==> config.mk <==
export PLATFORM = sky130hd
export DESIGN_NAME = conf_retrain_gate
export DESIGN_NICKNAME = d
export VERILOG_FILES = /design/src/rtl/conf_pkg.sv /design/src/rtl/conf_tracker.sv /design/src/rtl/pattern_capture.sv /design/src/rtl/conf_retrain_gate.sv
export SDC_FILE = /design/constraint.sdc
export NUM_CORES = 1
export LEC_CHECK = 0
export ABC_CLOCK_PERIOD_IN_PS = 11800
export CAP_MARGIN = 30
export CORE_MARGIN = 3
export CORE_UTILIZATION = 30
export CTS_CLUSTER_SIZE = 40
export DETAILED_ROUTE_END_ITERATION = 12
export SLEW_MARGIN = 20
export SYNTH_ARGS = -nofsm -noshare
export SYNTH_HDL_FRONTEND = slang
export SYNTH_SLANG_ARGS = --single-unit
==> constraint.sdc <==
create_clock -name clk -period 11.8 [get_ports clk]
set_input_delay 2.95 -clock clk [delete_from_list [all_inputs] [get_ports clk]]
set_output_delay 2.95 -clock clk [all_outputs]
set_load 0.05 [all_outputs]
==> src/rtl/conf_pkg.sv <==
package conf_pkg;

    localparam int CONF_W = 8;

    typedef logic [CONF_W-1:0] conf_t;

    typedef enum logic [1:0] {
        BAND_REJECT  = 2'd0,
        BAND_RETRAIN = 2'd1,
        BAND_ACCEPT  = 2'd2
    } band_e;

    typedef struct packed {
        logic vld;
        logic accept;
        logic reconf;
    } verdict_t;

    // Upper limit of each band is inclusive.
    function automatic band_e classify(input conf_t c, input conf_t lo, input conf_t hi);
        if (c > hi)
            return BAND_ACCEPT;
        else if (c > lo)
            return BAND_RETRAIN;
        else
            return BAND_REJECT;
    endfunction

endpackage

==> src/rtl/conf_tracker.sv <==
module conf_tracker
    import conf_pkg::*;
#(
    parameter int NUM_NETS = 3,
    parameter int IDX_W    = 2
) (
    input  logic             clk,
    input  logic             rst,
    input  logic             beat_vld,
    input  logic             beat_last,
    input  logic [IDX_W-1:0] beat_idx,
    input  conf_t            beat_conf,
    output logic [IDX_W-1:0] win_idx,
    output conf_t            win_conf
);

    logic             seen_q;
    conf_t            best_q;
    logic [IDX_W-1:0] idx_q;
    logic             take;

    always_comb begin
        take = !seen_q
            || (beat_conf > best_q)
            || ((beat_conf == best_q) && (beat_idx < idx_q));
        if (beat_vld && take) begin
            win_idx  = beat_idx;
            win_conf = beat_conf;
        end else begin
            win_idx  = idx_q;
            win_conf = best_q;
        end
    end

    always_ff @(posedge clk) begin
        if (rst) begin
            seen_q <= 1'b0;
            best_q <= '0;
            idx_q  <= '0;
        end else if (beat_vld) begin
            if (beat_last) begin
                seen_q <= 1'b0;
            end else begin
                seen_q <= 1'b1;
                best_q <= win_conf;
                idx_q  <= win_idx;
            end
        end
    end


    best_monotonic_chk: assert property (@(posedge clk) disable iff (rst)
        (beat_vld && !beat_last && seen_q) |=> (best_q >= $past(best_q)));

endmodule

==> src/rtl/pattern_capture.sv <==
module pattern_capture #(
    parameter int NUM_NETS = 3,
    parameter int IDX_W    = 2,
    parameter int DEPTH    = 4,
    parameter int AW       = 2,
    parameter int CNT_W    = 3,
    parameter int DATA_W   = 240,
    parameter int DROP_W   = 8
) (
    input  logic              clk,
    input  logic              rst,
    input  logic              req,
    input  logic [IDX_W-1:0]  req_idx,
    input  logic [DATA_W-1:0] req_data,
    output logic              mem_we,
    output logic [IDX_W-1:0]  mem_sel,
    output logic [AW-1:0]     mem_addr,
    output logic [DATA_W-1:0] mem_wdata,
    output logic [NUM_NETS-1:0] full_o,
    output logic [DROP_W-1:0] drop_cnt
);

    localparam logic [IDX_W:0] NET_LIMIT = (IDX_W+1)'(NUM_NETS);
    localparam logic [CNT_W-1:0] CNT_FULL = CNT_W'(DEPTH);

    logic [CNT_W-1:0] cnt_q [NUM_NETS];
    logic             idx_ok;
    logic             sel_full;
    logic [CNT_W-1:0] sel_cnt;
    logic             store;

    always_comb begin
        idx_ok   = ({1'b0, req_idx} < NET_LIMIT);
        sel_full = 1'b1;
        sel_cnt  = '0;
        for (int n = 0; n < NUM_NETS; n++) begin
            if (req_idx == IDX_W'(n)) begin
                sel_full = full_o[n];
                sel_cnt  = cnt_q[n];
            end
        end
        store = req && idx_ok && !sel_full;
    end

    for (genvar g = 0; g < NUM_NETS; g++) begin : g_net
        assign full_o[g] = (cnt_q[g] == CNT_FULL);

        always_ff @(posedge clk) begin
            if (rst)
                cnt_q[g] <= '0;
            else if (store && (req_idx == IDX_W'(g)))
                cnt_q[g] <= cnt_q[g] + 1'b1;
        end


        full_sticky_chk: assert property (@(posedge clk) disable iff (rst)
            full_o[g] |=> full_o[g]);
    end

    always_ff @(posedge clk) begin
        if (rst) begin
            mem_we    <= 1'b0;
            mem_sel   <= '0;
            mem_addr  <= '0;
            mem_wdata <= '0;
            drop_cnt  <= '0;
        end else begin
            mem_we <= store;
            if (store) begin
                mem_sel   <= req_idx;
                mem_addr  <= sel_cnt[AW-1:0];
                mem_wdata <= req_data;
            end
            if (req && !store && (drop_cnt != '1))
                drop_cnt <= drop_cnt + 1'b1;
        end
    end


    write_needs_req_chk: assert property (@(posedge clk) disable iff (rst)
        mem_we |-> $past(req));


    drop_step_chk: assert property (@(posedge clk) disable iff (rst)
        (drop_cnt != $past(drop_cnt)) |-> (drop_cnt == $past(drop_cnt) + 1'b1));


    drop_no_write_chk: assert property (@(posedge clk) disable iff (rst)
        (req && sel_full) |=> !mem_we);

endmodule

==> src/rtl/conf_retrain_gate.sv <==
module conf_retrain_gate
    import conf_pkg::*;
#(
    parameter int NUM_NETS   = 3,
    parameter int FEAT_ELEMS = 30,
    parameter int PIX_W      = 8,
    parameter int MEM_DEPTH  = 4,
    parameter int DROP_W     = 8,
    localparam int IDX_W     = (NUM_NETS > 1) ? $clog2(NUM_NETS) : 1,
    localparam int FEAT_W    = FEAT_ELEMS * PIX_W,
    localparam int AW        = (MEM_DEPTH > 1) ? $clog2(MEM_DEPTH) : 1,
    localparam int CNT_W     = $clog2(MEM_DEPTH + 1)
) (
    input  logic                clk,
    input  logic                rst,
    input  logic                conf_vld,
    input  logic                conf_last,
    input  logic [IDX_W-1:0]    conf_net,
    input  logic [7:0]          conf_val,
    input  logic [FEAT_W-1:0]   feat_vec,
    input  logic [7:0]          thr_lo,
    input  logic [7:0]          thr_hi,
    output logic                dec_vld,
    output logic                dec_accept,
    output logic                dec_reconf,
    output logic [IDX_W-1:0]    dec_net,
    output logic                mem_we,
    output logic [IDX_W-1:0]    mem_sel,
    output logic [AW-1:0]       mem_addr,
    output logic [FEAT_W-1:0]   mem_wdata,
    output logic [NUM_NETS-1:0] net_full,
    output logic [DROP_W-1:0]   drop_cnt
);

    logic [IDX_W-1:0] win_idx;
    conf_t            win_conf;
    logic             closing;
    band_e            band;
    verdict_t         verdict_q;
    logic [IDX_W-1:0] net_q;

    conf_tracker #(
        .NUM_NETS (NUM_NETS),
        .IDX_W    (IDX_W)
    ) u_track (
        .clk       (clk),
        .rst       (rst),
        .beat_vld  (conf_vld),
        .beat_last (conf_last),
        .beat_idx  (conf_net),
        .beat_conf (conf_val),
        .win_idx   (win_idx),
        .win_conf  (win_conf)
    );

    assign closing = conf_vld && conf_last;
    assign band    = classify(win_conf, thr_lo, thr_hi);

    pattern_capture #(
        .NUM_NETS (NUM_NETS),
        .IDX_W    (IDX_W),
        .DEPTH    (MEM_DEPTH),
        .AW       (AW),
        .CNT_W    (CNT_W),
        .DATA_W   (FEAT_W),
        .DROP_W   (DROP_W)
    ) u_cap (
        .clk       (clk),
        .rst       (rst),
        .req       (closing && (band == BAND_RETRAIN)),
        .req_idx   (win_idx),
        .req_data  (feat_vec),
        .mem_we    (mem_we),
        .mem_sel   (mem_sel),
        .mem_addr  (mem_addr),
        .mem_wdata (mem_wdata),
        .full_o    (net_full),
        .drop_cnt  (drop_cnt)
    );

    always_ff @(posedge clk) begin
        if (rst) begin
            verdict_q <= '0;
            net_q     <= '0;
        end else begin
            verdict_q.vld    <= closing;
            verdict_q.accept <= closing && (band == BAND_ACCEPT);
            verdict_q.reconf <= closing && (band == BAND_RETRAIN);
            if (closing)
                net_q <= win_idx;
        end
    end

    assign dec_vld    = verdict_q.vld;
    assign dec_accept = verdict_q.accept;
    assign dec_reconf = verdict_q.reconf;
    assign dec_net    = net_q;


    decision_follows_close_chk: assert property (@(posedge clk) disable iff (rst)
        dec_vld |-> $past(conf_vld && conf_last));


    accept_has_decision_chk: assert property (@(posedge clk) disable iff (rst)
        dec_accept |-> (dec_vld && !dec_reconf));


    write_is_request_chk: assert property (@(posedge clk) disable iff (rst)
        mem_we |-> (dec_reconf && (mem_sel == dec_net)));

endmodule

== Word-level counts from Yosys, hierarchy flattened ==
Memory sizes are Yosys's and may differ from the RTL's.
Cells that the tools add are included.

* RAM bits: 9
* Bits in registers: 269
* Memories: 1
* Input bits: 270

{| class="wikitable"
|+ Memories
! name !! depth !! width !! rd ports !! clocked after Yosys merged registers in !! write ports !! RTL line !! source
|-
| u_cap.cnt_q || 3 || 3 || 3 || 0 || 3 || pattern_capture.sv:26 || <nowiki>logic [CNT_W-1:0] cnt_q [NUM_NETS];</nowiki>
|}

* $lt $le $gt $ge: 5
* Add/subtract/negate cells: 4
* Muxes and demuxes: 25
* Reductions and logical operators: 19
* Bitwise operators: 4
* Equality and inequality tests: 9

{| class="wikitable"
|+ Operators by type and width
! kind !! number
|-
| greater-than comparator 8 bit || 3
|-
| two-way mux 1 bit || 16
|-
| logical AND 1 bit || 12
|-
| two-way mux 2 bit || 5
|-
| adder 3 x 1 -> 3 bit (second input constant) || 3
|-
| equality test 3 bit (second input constant) || 3
|-
| two-way mux 3 bit || 3
|-
| adder 8 x 1 -> 8 bit (second input constant) || 1
|-
| equality test 8 bit || 1
|-
| two-way mux 8 bit || 1
|-
| != test 8 bit (second input constant) || 1
|-
| equality test 2 x 1 -> 1 bit (second input constant) || 2
|-
| equality test 2 bit (second input constant) || 2
|-
| logical NOT 1 bit || 3
|-
| OR 1 bit || 3
|-
| logical NOT 2 bit || 1
|-
| logical OR 1 bit || 2
|-
| less-than comparator 2 bit || 1
|-
| less-than comparator 2 bit (second input constant) || 1
|-
| AND reduction 2 bit || 1
|-
| NOT 1 bit || 1
|}

== Longest topological paths before layout ==
Gate-level depths: netlist (run 1).

* Depth after elaboration: 17
* Depth in mapped cells: 20

== Modules after synthesis ==
Synthesis (run 1) repeated with hierarchy kept, for this count alone.

* Cell total of the unflattened synthesis: 1331
* Area total of the unflattened synthesis: 10779.1 sq um

{| class="wikitable"
|+ Modules (own cells, without submodules)
! module !! area each (sq um) !! cells each !! seq. area each (sq um) !! times used
|-
| pattern_capture || 9345.2 || 1170 || 5335.1 || 1
|-
| conf_tracker || 867.1 || 92 || 220.2 || 1
|-
| conf_retrain_gate || 566.8 || 69 || 100.1 || 1
|}

== Worst setup path before layout (run 1) ==
OpenSTA, ideal clock, no wires.

* Path type: input to register
* Start point: in conf_val[0]
* End point: reg u_cap.drop_cnt[5]
* Path slack: 5076 ps
* Stages on the path: 17
* Path buffers: 1
* Setup time: 70 ps
* Arrival time: 6654 ps
* Required time: 11730 ps
* Cells stage by stage: inv_1 > ha_1 > nand2b_4 > a2111oi_2 > o31a_2 > nor2_2 > clkbuf_1 > o21ai_0 > ha_1 > nor2b_1 > o21bai_1 > a31o_2 > a21oi_1 > or4b_1 > a211o_1 > or4_1 > a21oi_1

* Longest elaborated chain between the ends: 15

{| class="wikitable"
|+ Ends and longest elaborated chain
! what !! RTL line !! source
|-
| start, declared || conf_retrain_gate.sv:19 || <nowiki>input logic [7:0] conf_val,</nowiki>
|-
| greater-than comparator 8 bit or equality test 8 bit (tied branches) || conf_tracker.sv:24, conf_tracker.sv:25 ||
|-
| logical OR 1 bit or logical AND 1 bit (tied branches) || conf_tracker.sv:24, conf_tracker.sv:25 ||
|-
| logical OR 1 bit (*) || conf_tracker.sv:25 || <nowiki>|| ((beat_conf == best_q) && (beat_idx < idx_q));</nowiki>
|-
| logical AND 1 bit (*) || conf_tracker.sv:26 || <nowiki>if (beat_vld && take) begin</nowiki>
|-
| two-way mux 8 bit (*) || conf_tracker.sv:26 ||
|-
| via u_track.win_conf[1] || conf_tracker.sv:14 || <nowiki>output conf_t win_conf</nowiki>
|-
| greater-than comparator 8 bit || conf_pkg.sv:23 || <nowiki>else if (c > lo)</nowiki>
|-
| two-way mux 1 bit || conf_pkg.sv:23 ||
|-
| two-way mux 2 bit (*) || conf_pkg.sv:21 || <nowiki>if (c > hi)</nowiki>
|-
| equality test 2 x 1 -> 1 bit (*) || conf_retrain_gate.sv:70 || <nowiki>.req (closing && (band == BAND_RETRAIN)),</nowiki>
|-
| logical AND 1 bit (*) || conf_retrain_gate.sv:70 ||
|-
| logical AND 1 bit (2 in series) || pattern_capture.sv:42 || <nowiki>store = req && idx_ok && !sel_full;</nowiki>
|-
| logical NOT 1 bit || pattern_capture.sv:74 || <nowiki>if (req && !store && (drop_cnt != '1))</nowiki>
|-
| logical AND 1 bit (*) (2 in series) || pattern_capture.sv:74 ||
|-
| end signal, assigned || pattern_capture.sv:75 || <nowiki>drop_cnt <= drop_cnt + 1'b1;</nowiki>
|-
| end, declared || pattern_capture.sv:20 || <nowiki>output logic [DROP_W-1:0] drop_cnt</nowiki>
|}

Mark *: on every way through the listed nets, which the timed path passes. The rest lies on a longest branch.
A chain may end at the register's enable or synchronous reset.

== Final worst setup path (run 1) ==
* Start point: in conf_val[7]
* End point: reg u_cap.mem_wdata[116]

* Longest elaborated chain between the ends: 12

{| class="wikitable"
|+ Ends and longest elaborated chain
! what !! RTL line !! source
|-
| greater-than comparator 8 bit or equality test 8 bit (tied branches) || conf_tracker.sv:24, conf_tracker.sv:25 ||
|-
| logical OR 1 bit or logical AND 1 bit (tied branches) || conf_tracker.sv:24, conf_tracker.sv:25 ||
|-
| logical OR 1 bit (*) || conf_tracker.sv:25 ||
|-
| logical AND 1 bit (*) || conf_tracker.sv:26 ||
|-
| two-way mux 8 bit (*) || conf_tracker.sv:26 ||
|-
| via u_track.win_conf[1] || conf_tracker.sv:14 ||
|-
| greater-than comparator 8 bit || conf_pkg.sv:23 ||
|-
| two-way mux 1 bit || conf_pkg.sv:23 ||
|-
| two-way mux 2 bit (*) || conf_pkg.sv:21 ||
|-
| equality test 2 x 1 -> 1 bit (*) || conf_retrain_gate.sv:70 ||
|-
| logical AND 1 bit (*) || conf_retrain_gate.sv:70 ||
|-
| logical AND 1 bit (*) (2 in series) || pattern_capture.sv:42 ||
|-
| end signal, assigned || pattern_capture.sv:72 || <nowiki>mem_wdata <= req_data;</nowiki>
|-
| end, declared || pattern_capture.sv:18 || <nowiki>output logic [DATA_W-1:0] mem_wdata,</nowiki>
|}

Marked as above.

==> impl_results.md, run 1 <==
- Status: complete, no violations
- Final HPWL DP: 31,420 µm
- Pwr Density: 124.2 nW/µm²
- Kind of end point of the critical path: flop
- Hold EP: u_cap.mem_wdata[83]
- Most frequent cell after synthesis: dfxtp_1
- Yosys top cell by area: dfxtp_1
- Post-synthesis cell count: 1,370
- Final Total Pwr: 2410 µW
- CTS sink cnt: 278
- Worst vdd ir: 0.08916 mV
- Crit path DAT: 8.52 ns
- WS Path Type: input pin to flop
- Final ANT Viol Nets: 0
- Initial Util: 30.70%
- Final Max Tran Viols: 0
- H-tree levels: 2
- Avg Inst Size Synth: 9.232 µm²
- Post-synth EDFFs: 9
- Drt wl/cell: 18.26 µm
- GPL Wtd Cong: 0.7954
- Hold path depth: 2
- Die X-Extent: 211.3 µm
- CP max FO: 55
- Reg2reg start: u_track.best_q[7]
- Clock insertion delay at the later pin of the skew report: 0.53 ns
- Slew headroom: 29.70%
- Reg area: 5655 µm²
- CTS tree: done
- Commonest cells post-synth: dfxtp_1 (269), nand2b_1 (241), a21oi_1 (144)
- Setup violators final: 0
- Vias per cell: 4.778
- Port bufs: 530
- Final setup margin: 3.728 ns
- Placeable Area: 41,200 µm²
- First-pass GRT wire length: 64,850 µm
- Via count: 11,440
- Top post-synthesis cells by area: dfxtp_1 (43%), nand2b_1 (12%), mux2i_1 (9.4%), nand3b_1 (7.3%), a21oi_1 (5.7%)
- FF-to-FF End: u_cap.mem_wdata[116]
- Clk pin slew, worst setup/hold paths: 0.05 ns
- Slew @ Worst Pin: 1.028 ns
- WL final: 43,720 µm
- Synth cell types: 54
- Synth warn: 0
- Worst slack, placed: 3.190 ns
- Initial DRC Count: 914
- Syn Nets: 1,672
- I/O pins: 531
- CTS resizes: 0
- Root buf cell: clkbuf_16
- Mapped Area: 12,650 µm²
- Grt total ovfl: 0
- Largest net degree at the start of global routing: 184
- Reg-to-reg slack, setup: 6.26 ns
- Die H: 211.3 µm
- Tot GR Track Use: 18.41%
- Die area: 44,660 µm²
- Number of synthesized register bits: 278
- Num CTS Buffers: 35
- Rows: 74
- Leak Pwr: 0.006655 µW
- Ys flop type: dfxtp_1
- Fin util: 47.11%
- Hold Startpoint: u_cap.mem_wdata[83]
- Setup Buffers After CTS: 0
- Deepest clock path buffer count: 3
- Period minus WS final: 8.072 ns
- WHS: 0.4664 ns
- Fillers: 3,902
- Synth async-reset ratio: 0%
- Seq/Total Area, Yosys: 44.71%
- Req. time, crit path: 12.25 ns
- Multi-input logic area: 6331 µm²
- HP Class: flop to flop
- R2R depth: 15
- Area grow syn2layout: 53.47%
- RSZ-0062 raised after global routing: no
- Worst Skew: 0.02034 ns
- Hold buffer count at CTS: 0
- Setup crit start kind: input pin
- # DRC: 0
- Layout cells sized above 1: 4.685%
- Max_cap viols: 0
- Vias in the first global route: 11,160
- Synth top area share: 42.58%
- Initial antenna violation count: 7
- Fin crit share: 68.40%
- Iteration count of the initial detailed-routing pass: 5
- Final hold vios: 0
- Fin nets: 2,137
- Final TNS setup: 0 ns
- Max Clock Freq: 123.9 MHz
==> layout make-up <==
class / count / share of cell area, %
Clock inverter: 7 / 0.3545
Tap cell: 532 / 3.429
Inverter: 38 / 0.7348
Clock buffer: 52 / 5.460
Multi-Input combinational cell: 939 / 32.62
Antenna cell: 6 / 0.07735
Sequential cell: 278 / 29.13
Timing Repair Buffer: 543 / 28.19
==> cell usage in the layout (no fill, tap or decap), types with 12 or more instances in the layout <==
cell,instances
inv_1,38
nor2_1,30
ha_1,32
o21ai_0,121
clkbuf_8,12
clkbuf_16,35
clkdlybuf4s50_1,529
nand3b_1,123
nand2_1,19
nand2b_1,241
mux2i_1,119
a21oi_1,144
dfxtp_1,269
o21ai_1,19
==> worst max-delay path, cell delays in order <==
cell             delay (ns)
clkdlybuf4s50_1        0.44
ha_1                   0.34
nand4_2                0.15
o31a_2                 0.39
nor2_2                 0.51
o21ai_0                0.32
ha_1                   0.36
nor2b_1                0.14
o21bai_1               0.14
a31o_2                 0.17
a21oi_1                0.11
or3_4                  0.60
nor2_4                 0.71
buf_4                  0.83
mux2i_1                0.27
==> power breakdown <==
part	leakage, µW	internal (µW)	total (µW)	switching (µW)
Combinational	0.00383	182	385	203
Clock	0.000554	640	1050	408
Sequential	0.00227	966	978	11.5
==> metal layers <==
layer | up-vias | track usage (%) | share of wire (%)
met5 | - | 0 | 0.082
met4 | 6 | 6.836 | 2.6
met3 | 59 | 7.869 | 11
met2 | 397 | 29.85 | 46
met1 | 5347 | 21.78 | 41
li1 | 5634 | - | -
==> cells by family (layout without fill, tap and decap cells) <==
group | after synthesis | after routing | share of synthesized area [%]
AO/OA/AOI/OAI | 322 | 322 | 13.90
XOR/XNOR | 3 | 3 | 0.2078
adder cells (fa/ha/maj) | 32 | 32 | 3.165
buffers and inverters | 153 | 640 | 5.332
flip-flops | 278 | 278 | 44.71
multiplexers | 119 | 119 | 9.417
other | 0 | 6 | 0
AND/OR/NAND/NOR | 463 | 463 | 23.27
==> sequential cells by signal, summed over array words and instances, names as in the netlist <==
name	count
dec_net	2
dec_vld	1
u_track.best_q	8
u_track.seen_q	1
u_cap.mem_addr	2
u_cap.mem_sel	2
dec_reconf	1
dec_accept	1
u_cap.drop_cnt	8
u_cap.cnt_q	9
u_cap.mem_we	1
u_cap.mem_wdata	240
u_track.idx_q	2
==> metrics by stage <==
stage / instances / area (µm²)
final: 2395 / 19410
after global routing: 2391 / 19400
after CTS: 2387 / 19360
after detailed placement: 2328 / 18230
after global placement: 2326 / 18170
after floorplan: 1370 / 12650
==> how the worst max path moves through the flow <==
stage	start	endpoint	slack (ns)	cells past startpoint
2_1_floorplan	conf_val[0]	u_cap.drop_cnt[5]	5.08	17
3_3_place_gp	conf_val[0]	u_cap.mem_wdata[78]	3.29	17
3_5_place_dp	conf_val[7]	u_cap.mem_wdata[73]	3.19	15
4_1_cts	conf_val[0]	u_cap.mem_wdata[86]	3.76	17
5_1_grt	conf_val[7]	u_cap.mem_wdata[87]	3.39	15
6_report	conf_val[7]	u_cap.mem_wdata[116]	3.73	15
No activity file was read; power rests on OpenSTA's default activity.
==> inputs of run 2 (changes only) <==
ABC_CLOCK_PERIOD_IN_PS = 6800   (was 11800)
clock period = 6.8 ns   (was 11.8 ns; I/O delays follow)
==> run 2 against run 1 <==
Compared with the run above:
- combinational power is 74% higher
- total power grew 75%
- die area did not move
- first-iteration DRC count fell by 18%
- clock power is 77% higher
- sequential share of layout area down 0.23 points
- count of clock-buffer cells in the layout down 1
- flip-flop and latch count unchanged
- hold slack worse by 0.014 ns
- sequential power increased by 74%
- global-route usage about the same
==> impl_results.md, run 2 (synthesis results as in run 1) <==
- Reg2reg start: u_track.best_q[7]
- Area grow syn2layout: 54.69%
- Met1 Resource Use GR: 21.86% (+0.085 points)
- Deepest clock path buffer count: 3 (unchanged)
- CP max-delay cell: or4b_1
- Root buf cell: clkbuf_16
- Via count: 11,380 (-0.59%)
- Port bufs: 530 (unchanged)
- Sequential Power Share: 40.1% (-0.5 points)
- Most used routing layer: met2
- Clk pin slew, worst setup/hold paths: 0.05 ns (about the same)
- GPL Wtd Cong: 0.7820 (-1.7%)
- Final hold vios: 0 (unchanged)
- Commonest non-fill, non-tap cell in the layout: clkdlybuf4s50_1
- Setup crit start kind: input pin
- Grt total ovfl: 0 (unchanged)
- Vias per cell: 4.732 (-0.97%)
- Kind of end point of the critical path: flop
- Tot GR Track Use: 18.43% (+0.025 points)
- Sw Share: 25.90% (+0.075 points)
- Vias in the first global route: 11,250 (+0.82%)
- Fin util: 47.49% (+0.38 points)
- Slew headroom: 36.91% (+7.2 points)
- Final ANT Viol Nets: 0 (unchanged)
- Fin nets: 2,147 (+0.47%)
- Final setup margin: 0.8359 ns (-2.893 ns)
- Most frequent cells in the layout: clkdlybuf4s50_1 (529), dfxtp_1 (269), nand2b_1 (241), a21oi_1 (144), nand3b_1 (123)
- Reg-to-reg slack, setup: 2.20 ns (-4.06 ns)
- Initial DRC Count: 748 (-18%)
- Final Max Tran Viols: 0 (unchanged)
- CP startpoint: conf_val[0]
- Crit path DAT: 6.40 ns (-2.12 ns)
- Slew @ Worst Pin: 0.9463 ns (-0.08157 ns)
- WL final: 43,750 µm (about the same)
- HP Class: flop to flop
- Max_cap viols: 0 (unchanged)
- Worst Skew: 0.01500 ns (-0.005344 ns)
- WS Path Type: input pin to flop
- Die H: 211.3 µm (unchanged)
- Setup Buffers After CTS: 0 (unchanged)
- Regs by FF count: u_cap.mem_wdata (240), u_cap.cnt_q (9)
- RSZ-0062 raised after global routing: no
- Hold Startpoint: u_cap.mem_addr[0]
- Crit-path max cell delay: 0.53 ns (-0.30 ns)
- Fin crit share: 87.71%
- Largest net degree at the start of global routing: 266 (+45%)
- Internal power: 3134 µW (+75%)
- I/O pins: 531 (unchanged)
- H-tree levels: 2 (unchanged)
- P_sw: 1095 µW (+76%)
- Comb power frac: 15.8% (-0.2 points)
- Clock power frac: 44.1% (+0.6 points)
- Worst setup path end: u_cap.drop_cnt[5]
- Initial antenna violation count: 6 (-1)
- Biggest register: u_cap.mem_wdata
- Setup violators final: 0 (unchanged)
- Met2 Usage GRT: 30.07% (+0.22 points)
- Placeable Area: 41,200 µm² (unchanged)
- Period minus WS final: 5.964 ns
- Met3 Use GR: 8.091% (+0.22 points)
- Clock insertion delay at the later pin of the skew report: 0.52 ns (about the same)
- # DRC: 0 (unchanged)
- CP max FO: 16 (-71%)
- R2R depth: 15 (unchanged)
- Req. time, crit path: 7.23 ns (-5.02 ns)
- CP cell instances: clkdlybuf4s50_1, inv_1, ha_1, nand2b_4, a2111oi_2, o31a_2, nor2_2, o21ai_0, ha_1, nand3_1, o21bai_1, a31o_2, a21oi_1, or4b_1, a211o_1, or4_1, a21oi_1
- Die X-Extent: 211.3 µm (unchanged)
- FF-to-FF End: u_cap.drop_cnt[5]
- First-pass GRT wire length: 65,110 µm (+0.40%)
- Worst vdd ir: 0.1448 mV (+62%)
- CTS resizes: 0 (unchanged)
- Layout cells sized above 1: 5.297% (+0.61 points)
- Max reg flops: 240 (unchanged)
- Worst slack, placed: 0.4102 ns (-2.780 ns)
- Drt wl/cell: 18.20 µm (-0.32%)
- WHS: 0.4523 ns (-0.01412 ns)
- Die area: 44,660 µm² (unchanged)
- CTS tree: done
- Rows: 74 (unchanged)
- Num CTS Buffers: 35 (unchanged)
- Max Clock Freq: 167.7 MHz
- Initial Util: 30.70% (unchanged)
- CTS sink cnt: 278 (unchanged)
- Hold buffer count at CTS: 0 (unchanged)
- Iteration count of the initial detailed-routing pass: 4 (-1)
- Status: complete, no violations
- Final HPWL DP: 31,250 µm (-0.54%)
- Pwr Density: 216.1 nW/µm² (+74%)
- Leak Pwr: 0.006733 µW (+1.2%)
- Final TNS setup: 0 ns (unchanged)
[run 2: worst max-delay path, delay by kind of cell]
family                     cells  cell delay (ns)
and+or+nand+nor                5             1.41
buffers and inverters          2             0.52
adders and majority gates      2             0.64
AOI/OAI and AO/OA              8             2.13
[run 2: power groups by stage]
| stage | combinational (µW) | clock, µW | sequential (µW) |
|---|---|---|---|
| after floorplan | 258 | 0 | 1850 |
| after global placement | 664 | 0 | 1730 |
| after detailed placement | 670 | 0 | 1730 |
| after CTS | 672 | 1930 | 1700 |
| after global routing | 716 | 1990 | 1700 |
| final | 669 | 1860 | 1700 |
[run 2: worst min-delay path by stage]
| stage | end | cells after the start |
|---|---|---|
| finish | u_cap.mem_addr[0] | 2 |
| global route | u_cap.mem_addr[1] | 2 |
| CTS | u_cap.mem_addr[0] | 2 |
| detailed placement | u_cap.mem_addr[0] | 2 |
| global placement | u_cap.mem_addr[0] | 2 |
| floorplan | u_track.idx_q[1] | 2 |
[run 2: routing by layer]
layer | share of wire, % | routed length [µm] | vias to the layer above
met4 | 2.5 | 1101 | 4
met2 | 46 | 19950 | 396
met5 | 0.062 | 27 | -
li1 | - | - | 5644
met3 | 11 | 4726 | 66
met1 | 41 | 17940 | 5265
[run 2: layout make-up]
class	count	area (µm²)
Antenna cell	3	7.507
Multi-Input combinational cell	939	6329
Sequential cell	278	5655
Fill cell	3939	21640
Timing Repair Buffer	553	5608
Clock inverter	10	78.83
Inverter	38	142.6
Clock buffer	51	1080
Tap cell	532	665.6
[run 2: stage by stage]
step | instance area (µm²) | power (µW) | std cells
finish | 19570 | 4229 | 2404
global route | 19560 | 4403 | 2402
CTS | 19560 | 4301 | 2401
detailed placement | 18400 | 2402 | 2340
global placement | 18400 | 2394 | 2340
floorplan | 12650 | 2104 | 1370
